**src/rtl/raf_pkg.sv**
```systemverilog
package raf_pkg;

  localparam int CRC_W = 32;
  localparam logic [CRC_W-1:0] CRC_TAIL = 32'h04C1_1DB6;

  // accept-mode bit positions
  localparam int MODE_PROMISC = 0;
  localparam int MODE_PHYS    = 1;
  localparam int MODE_MCAST   = 2;
  localparam int MODE_BCAST   = 3;

  // status flag positions
  localparam int ST_BCAST = 13;
  localparam int ST_PHYS  = 14;
  localparam int ST_MCAST = 15;

  // configuration word map
  localparam int WORD_STA_LO    = 0;
  localparam int WORD_STA_HI    = 1;
  localparam int WORD_HASH_BASE = 2;
  localparam int WORD_MODE      = 4;

  typedef struct packed {
    logic bcast;
    logic phys;
    logic mcast;
  } addr_class_t;

  function automatic logic [CRC_W-1:0] crc_be_byte(input logic [CRC_W-1:0] crc_in,
                                                   input logic [7:0] data);
    logic [CRC_W-1:0] c;
    logic fb;
    c = crc_in;
    for (int b = 0; b < 8; b++) begin
      fb = c[CRC_W-1] ^ data[b];
      c  = {c[CRC_W-2:0], 1'b0};
      if (fb) c = (c ^ CRC_TAIL) | {{(CRC_W-1){1'b0}}, 1'b1};
    end
    return c;
  endfunction

endpackage

```
**src/rtl/raf_cfg_regs.sv**
```systemverilog
module raf_cfg_regs
  import raf_pkg::*;
#(
  parameter int CFG_AW    = 3,
  parameter int CFG_DW    = 32,
  parameter int STATION_W = 48,
  parameter int HASH_SIZE = 64,
  parameter int MODE_W    = 4
) (
  input  logic                 clk,
  input  logic                 rst_n,
  input  logic                 cfg_we,
  input  logic [CFG_AW-1:0]    cfg_addr,
  input  logic [CFG_DW-1:0]    cfg_wdata,
  output logic [STATION_W-1:0] station,
  output logic [HASH_SIZE-1:0] hash_tbl,
  output logic [MODE_W-1:0]    mode
);

  localparam int STA_HI_W   = STATION_W - CFG_DW;
  localparam int HASH_WORDS = HASH_SIZE / CFG_DW;

  logic [STATION_W-1:0] sta_q, sta_d;
  logic [HASH_SIZE-1:0] hash_q, hash_d;
  logic [MODE_W-1:0]    mode_q, mode_d;

  always_comb begin
    sta_d  = sta_q;
    hash_d = hash_q;
    mode_d = mode_q;
    if (cfg_addr == CFG_AW'(WORD_STA_LO))
      sta_d[CFG_DW-1:0] = cfg_wdata;
    if (cfg_addr == CFG_AW'(WORD_STA_HI))
      sta_d[STATION_W-1:CFG_DW] = cfg_wdata[STA_HI_W-1:0];
    for (int w = 0; w < HASH_WORDS; w++) begin
      if (cfg_addr == CFG_AW'(WORD_HASH_BASE + w))
        hash_d[w*CFG_DW +: CFG_DW] = cfg_wdata;
    end
    if (cfg_addr == CFG_AW'(WORD_MODE))
      mode_d = cfg_wdata[MODE_W-1:0];
  end

  always_ff @(posedge clk or negedge rst_n) begin
    if (!rst_n) begin
      sta_q  <= '0;
      hash_q <= '0;
      mode_q <= '0;
    end else if (cfg_we) begin
      sta_q  <= sta_d;
      hash_q <= hash_d;
      mode_q <= mode_d;
    end
  end

  assign station  = sta_q;
  assign hash_tbl = hash_q;
  assign mode     = mode_q;

endmodule

```
**src/rtl/raf_crc_hash.sv**
```systemverilog
module raf_crc_hash
  import raf_pkg::*;
#(
  parameter int HASH_IDX_W = 6
) (
  input  logic                  clk,
  input  logic                  rst_n,
  input  logic                  take,
  input  logic                  first,
  input  logic [7:0]            data,
  output logic [HASH_IDX_W-1:0] hash_idx_next
);

  logic [CRC_W-1:0] crc_q, crc_d, crc_seed;

  always_comb begin
    crc_seed = first ? '1 : crc_q;
    crc_d    = crc_be_byte(crc_seed, data);
  end

  always_ff @(posedge clk or negedge rst_n) begin
    if (!rst_n)    crc_q <= '1;
    else if (take) crc_q <= crc_d;
  end

  assign hash_idx_next = crc_d[CRC_W-1 -: HASH_IDX_W];

endmodule

```
**src/rtl/raf_addr_classify.sv**
```systemverilog
module raf_addr_classify
  import raf_pkg::*;
#(
  parameter int ADDR_BYTES = 6
) (
  input  logic                    clk,
  input  logic                    rst_n,
  input  logic                    byte_valid,
  input  logic                    byte_first,
  input  logic [7:0]              byte_data,
  input  logic [ADDR_BYTES*8-1:0] station,
  output logic                    take,
  output logic                    last_byte,
  output addr_class_t             cls_next
);

  localparam int CNT_W = $clog2(ADDR_BYTES + 1);
  localparam logic [CNT_W-1:0] POS_DONE = CNT_W'(ADDR_BYTES);
  localparam logic [CNT_W-1:0] POS_LAST = CNT_W'(ADDR_BYTES - 1);

  logic [7:0]       st_bytes [ADDR_BYTES];
  logic [7:0]       st_sel;
  logic [CNT_W-1:0] cnt_q, cnt_d, pos;
  logic             phys_q, phys_d;
  logic             ones_q, ones_d;
  logic             grp_q, grp_d;

  for (genvar g = 0; g < ADDR_BYTES; g++) begin : g_sta_byte
    assign st_bytes[g] = station[g*8 +: 8];
  end

  always_comb begin
    pos  = byte_first ? '0 : cnt_q;
    take = byte_valid && (byte_first || (cnt_q != POS_DONE));
    st_sel = '0;
    for (int g = 0; g < ADDR_BYTES; g++) begin
      if (pos == CNT_W'(g)) st_sel = st_bytes[g];
    end
    cnt_d  = take ? pos + 1'b1 : cnt_q;
    phys_d = (byte_first ? 1'b1 : phys_q) & (byte_data == st_sel);
    ones_d = (byte_first ? 1'b1 : ones_q) & (byte_data == 8'hFF);
    grp_d  = byte_first ? byte_data[0] : grp_q;
    last_byte = take && (pos == POS_LAST);
    cls_next.bcast = ones_d;
    cls_next.phys  = phys_d;
    cls_next.mcast = grp_d & ~ones_d;
  end

  always_ff @(posedge clk or negedge rst_n) begin
    if (!rst_n) begin
      cnt_q  <= POS_DONE;
      phys_q <= 1'b0;
      ones_q <= 1'b0;
      grp_q  <= 1'b0;
    end else if (take) begin
      cnt_q  <= cnt_d;
      phys_q <= phys_d;
      ones_q <= ones_d;
      grp_q  <= grp_d;
    end
  end

endmodule

```
**src/rtl/raf_rx_addr_filter.sv**
```systemverilog
module raf_rx_addr_filter
  import raf_pkg::*;
#(
  parameter int CFG_AW     = 3,
  parameter int CFG_DW     = 32,
  parameter int ADDR_BYTES = 6,
  parameter int HASH_IDX_W = 6,
  parameter int MODE_W     = 4,
  parameter int STATUS_W   = 16
) (
  input  logic                  clk,
  input  logic                  rst_n,
  input  logic                  cfg_we,
  input  logic [CFG_AW-1:0]     cfg_addr,
  input  logic [CFG_DW-1:0]     cfg_wdata,
  input  logic                  rx_byte_valid,
  input  logic                  rx_byte_first,
  input  logic [7:0]            rx_byte,
  output logic                  dec_valid,
  output logic                  dec_accept,
  output logic [STATUS_W-1:0]   dec_status,
  output logic [HASH_IDX_W-1:0] dec_hash_idx
);

  localparam int STATION_W = ADDR_BYTES * 8;
  localparam int HASH_SIZE = 1 << HASH_IDX_W;

  logic [STATION_W-1:0]  station;
  logic [HASH_SIZE-1:0]  hash_tbl;
  logic [MODE_W-1:0]     accept_mode;
  logic                  take, last_byte, hash_hit;
  addr_class_t           cls_next;
  logic [HASH_IDX_W-1:0] idx_next;

  logic                  valid_q;
  logic                  accept_q, accept_d;
  logic [STATUS_W-1:0]   status_q, status_d;
  logic [HASH_IDX_W-1:0] idx_q;

  raf_cfg_regs #(
    .CFG_AW(CFG_AW), .CFG_DW(CFG_DW), .STATION_W(STATION_W),
    .HASH_SIZE(HASH_SIZE), .MODE_W(MODE_W)
  ) u_cfg (
    .clk(clk), .rst_n(rst_n), .cfg_we(cfg_we), .cfg_addr(cfg_addr),
    .cfg_wdata(cfg_wdata), .station(station), .hash_tbl(hash_tbl),
    .mode(accept_mode)
  );

  raf_addr_classify #(.ADDR_BYTES(ADDR_BYTES)) u_cls (
    .clk(clk), .rst_n(rst_n), .byte_valid(rx_byte_valid),
    .byte_first(rx_byte_first), .byte_data(rx_byte), .station(station),
    .take(take), .last_byte(last_byte), .cls_next(cls_next)
  );

  raf_crc_hash #(.HASH_IDX_W(HASH_IDX_W)) u_crc (
    .clk(clk), .rst_n(rst_n), .take(take), .first(rx_byte_first),
    .data(rx_byte), .hash_idx_next(idx_next)
  );

  always_comb begin
    hash_hit = hash_tbl[idx_next];
    accept_d = accept_mode[MODE_PROMISC]
             | (accept_mode[MODE_PHYS]  & cls_next.phys)
             | (accept_mode[MODE_MCAST] & cls_next.mcast & hash_hit)
             | (accept_mode[MODE_BCAST] & cls_next.bcast);
    status_d = '0;
    status_d[ST_BCAST] = cls_next.bcast;
    status_d[ST_PHYS]  = cls_next.phys;
    status_d[ST_MCAST] = cls_next.mcast;
  end

  always_ff @(posedge clk or negedge rst_n) begin
    if (!rst_n) valid_q <= 1'b0;
    else        valid_q <= last_byte;
  end

  always_ff @(posedge clk or negedge rst_n) begin
    if (!rst_n) begin
      accept_q <= 1'b0;
      status_q <= '0;
      idx_q    <= '0;
    end else if (last_byte) begin
      accept_q <= accept_d;
      status_q <= status_d;
      idx_q    <= idx_next;
    end
  end

  assign dec_valid    = valid_q;
  assign dec_accept   = accept_q;
  assign dec_status   = status_q;
  assign dec_hash_idx = idx_q;

endmodule

```
**config.mk**
```make
export PLATFORM = sky130hd
export DESIGN_NAME = raf_rx_addr_filter
export DESIGN_NICKNAME = d
export VERILOG_FILES = /design/src/rtl/raf_pkg.sv /design/src/rtl/raf_cfg_regs.sv /design/src/rtl/raf_crc_hash.sv /design/src/rtl/raf_addr_classify.sv /design/src/rtl/raf_rx_addr_filter.sv
export SDC_FILE = /design/constraint.sdc
export NUM_CORES = 1
export LEC_CHECK = 0
export BUFFER_PORTS_ARGS = -buffer_cell sky130_fd_sc_hd__buf_2
export CORE_MARGIN = 2
export CORE_UTILIZATION = 35
export CTS_BUF_LIST = sky130_fd_sc_hd__clkbuf_8
export CTS_CLUSTER_SIZE = 16
export DETAILED_ROUTE_END_ITERATION = 7
export GPL_TIMING_DRIVEN = 0
export REMOVE_ABC_BUFFERS = 1
export SLEW_MARGIN = 20
export SYNTH_ARGS = -nofsm -noshare
export SYNTH_HDL_FRONTEND = slang
export SYNTH_HIERARCHICAL = 1
export SYNTH_SLANG_ARGS = --single-unit
```
**constraint.sdc**
```tcl
create_clock -name clk -period 2.83 [get_ports clk]
set_input_delay 0.1415 -clock clk [delete_from_list [all_inputs] [get_ports clk]]
set_output_delay 0.1415 -clock clk [all_outputs]
set_load 0.02 [all_outputs]
```
==> results.py <==
metrics = {
    "worst_setup_path": {
        "crit_fanout": 7,
        "start_kind": "register",
        "cpPeakStageDelay_ps": 580,
        "crit_type": "reg2reg",
        "cp_common_cell": "xnor2_4",
        "end_kind": "register",
        "cp.arrival_ps": 3430,
        "slowest_stage": "dfstp_2",
        "crit_chain": "xnor2_1 > nor2_1 > xnor2_2 > buf_4 > xnor2_4 > xnor2_4 > buf_6 > buf_12 > mux4_2 > nor3_2 > a21oi_1 > o211ai_1 > nand3_1",
        "cp.required_ps": 3160,
    },
    "power": {
        "powerDensity_nw_per_um2": 1105,
        "seqPwrFrac_pct": 31.1,
        "switchingPower_mw": 4.273,
        "switching_share_pct": 36.36,
        "clockPowerShare_pct": 14.7,
        "peakVddDrop_v": 0.0007832,
        "comb_power_share_pct": 54.2,
        "p_int_mw": 7.478,
        "leakage_nw": 4.376,
    },
    "sta": {
        "slew_headroom_pct": 46.15,
        "tightest_slew_ps": 806.5,
        "slew_viol_final": 0,
        "clock_skew_ps": 15.44,
        "rsz0062_at_grt": "yes",
        "finalHoldViolations": 0,
        "hold_slack_ps": 31.42,
        "worst_slack_ps": -276.2,
        "post-route-period-util_pct": 109.8,
        "final-setup-viol-count": 1,
        "period_minus_slack_ps": 3106,
        "max_freq_ghz": 0.3219,
    },
    "clock_tree": {
        "cts_sinks": 165,
        "cts_inserted_buffers": 17,
        "cts-htree-levels": 4,
        "cts_root_buffer": "clkbuf_8",
        "clk_pin_slew_ps": 100,
        "cts_tree": "yes",
        "cts.path.max_buffers": 2,
        "insertion_delay_ps": 470,
    },
    "logic_synthesis": {
        "yosysSeqAreaShare_pct": 46.69,
        "netlist_instances": 701,
        "synth_cell_type_count": 58,
        "avgSynthCellArea_sq_um": 12.75,
        "synth-seq-cells": 165,
        "synth_edf_count": 0,
        "synth-main-ff-cell": "dfrtp_1",
        "ys.warnings.count": 6,
        "ys_async_sr_fraction_pct": 100.0,
        "synth_area_sq_um": 8935,
    },
    "run_status": {
        "violations": "negative setup slack",
        "status": "finished with violations",
    },
    "placed_design": {
        "place_congestion": 0.8185,
        "hpwl_um": 14470,
        "portBuffers": 58,
    },
    "cells_and_area": {
        "drive_gt1_share_pct": 44.13,
        "layout-area-overhead-vs-synth_pct": 19.02,
        "fin_util_pct": 42.35,
        "nets": 850,
    },
    "global_routing": {
        "grt_pass1_vias": 5785,
        "antenna_found_initial": 1,
        "gr-total-overflow": 0,
        "grt_start_max_net_pins": 85,
        "grt_pass1_wl_um": 32890,
        "track_usage_pct": 16.14,
    },
    "die": {
        "die_area_sq_um": 26820,
        "num_rows": 58,
        "core_area_sq_um": 25110,
        "die_x_um": 163.8,
        "initial_core_util_pct": 35.58,
        "die_h_um": 163.8,
        "io_pins": 72,
    },
    "route": {
        "initialDrtViolationCount": 309,
        "wl_met1_um": 9689,
        "vias": 5643,
        "drc": 0,
        "wl_met2_um": 10030,
        "met3WireLength_um": 731,
        "vias_per_cell": 4.950,
        "wl_um": 20670,
        "wire_per_inst_um": 18.13,
        "ant_nets": 0,
        "drtPass1Iterations": 5,
        "routed.top_layer": "met4",
    },
    "run": {
        "maxCapViolCount": 0,
    },
    "min_path": {
        "hp-class": "in2reg",
    },
}
cells by family after synthesis:
logic type               after synthesis  synth area share [%]
multiplexers                         172                 23.93
flip-flops                           165                 46.69
AND/OR/NAND/NOR                      128                 7.338
XOR/XNOR                             103                 11.68
buffers and inverters                 68                 5.041
AO/OA/AOI/OAI                         59                 4.579
adder cells (fa/ha/maj)                5                0.7002
other                                  1               0.04197
cell type report:
class / count / area, sq um
well taps: 330 / 412.9
clock inverters: 11 / 116.4
repair buffers: 127 / 1002
fillers: 2411 / 14480
flip-flops and latches: 165 / 4172
multi-input cells: 480 / 4628
inverters: 6 / 25.02
diodes: 1 / 2.502
clock buffers: 20 / 275.3
sequential cells by signal, indices dropped and copies added, names as in the netlist:
| signal | count |
|---|---|
| u_cfg/station | 48 |
| dec_valid | 1 |
| u_cfg/hash_tbl | 64 |
| u_cfg/mode | 4 |
| dec_hash_idx | 6 |
| u_cls/phys_q | 1 |
| dec_accept | 1 |
| dec_status | 3 |
| u_crc/crc_q | 32 |
| u_cls/ones_q | 1 |
| u_cls/grp_q | 1 |
| u_cls/cnt_q | 3 |
path summary, 6_finish.rpt:
kind	from	to	slack (ps)	cells after the start
setup / recovery	u_crc/crc_q[28]	dec_accept	-280	13
hold / removal	cfg_wdata[1]	u_cfg/hash_tbl[1]	30	2
setup reg to reg	u_crc/crc_q[28]	dec_accept	-280	13
hold reg to reg	u_cls/cnt_q[1]	u_cls/cnt_q[1]	470	2
max in group asynchronous	rst_n	u_cls/cnt_q[1]	1730	3
min in group asynchronous	rst_n	u_cfg/hash_tbl[24]	260	2
power groups by stage:
stage / Sequential, mW / Combinational (mW) / Clock (mW)
after floorplan: 3.64 / 3.91 / 0
after global placement: 3.70 / 4.84 / 0
after detailed placement: 3.72 / 5.46 / 0
after CTS: 3.66 / 6.34 / 1.78
after global routing: 3.74 / 6.85 / 1.88
final: 3.65 / 6.37 / 1.73
synthesized netlist by cell type, types with 11 or more instances:
| cell type | instances | area, sq um |
|---|---|---|
| buf_6 | 12 | 135.1 |
| clkbuf_1 | 13 | 48.80 |
| dfrtp_1 | 131 | 3278 |
| buf_4 | 24 | 180.2 |
| nor2_1 | 61 | 229.0 |
| nand2_1 | 17 | 63.81 |
| nand2b_1 | 11 | 68.82 |
| mux4_2 | 12 | 270.3 |
| xor2_1 | 22 | 192.7 |
| a21oi_1 | 23 | 115.1 |
| dfstp_2 | 34 | 893.4 |
| mux2_2 | 136 | 1531 |
| xnor2_1 | 70 | 613.1 |
critical path, delay by kind of cell, from the launching register on:
kind	cells	cell delay, ps
flops	1	580
compound gates	2	360
buf+inv	3	460
simple gates	3	370
mux	1	560
xor+xnor	4	640
layout by cell type, fill, tap and decap left out, types with 6 or more instances in the layout:
cell type        n
mux2_2         136
dfrtp_1        131
xnor2_1         65
nor2_1          60
buf_2           56
dfstp_2         34
dlygate4sd3_1   30
buf_4           26
a21oi_1         23
clkbuf_8        20
xor2_1          18
nand2_1         17
mux4_2          16
conb_1          13
nand2b_1        11
mux2i_1          9
mux2_1           8
buf_6            7
nor2b_1          6
o21ai_0          6
layer usage:
| layer | GRT usage [%] | vias to the layer above |
|---|---|---|
| met1 | 22.23 | 2916 |
| met2 | 26.26 | 103 |
| li1 | - | 2605 |
| met4 | 4.147 | 0 |
| met3 | 3.030 | 19 |
| met5 | 0 | - |
repair_timing:
action | in CTS | in global routing
hold buffers | 30 | 0
cloned | 0 | 0
setup buffers | 18 | 6
setup endpoints to repair | 11 | 3
gates resized for setup | 27 | 11
endpoints found under the hold margin | 157 | 0
pin swaps | 10 | 2
metrics by stage:
step | setup slack [ps] | area (sq um) | TNS (ps) | instances | power (mW)
after detailed placement | -1189 | 9525 | -7459 | 1054 | 9.189
after CTS | -276.6 | 10490 | -276.6 | 1133 | 11.77
after global placement | -3061 | 9258 | -267070 | 1039 | 8.532
after floorplan | -1073 | 8554 | -35010 | 651 | 7.548
final | -276.2 | 10630 | -276.2 | 1140 | 11.75
after global routing | -397.2 | 10630 | -428.8 | 1140 | 12.46
No activity file was read; power rests on OpenSTA's default activity.
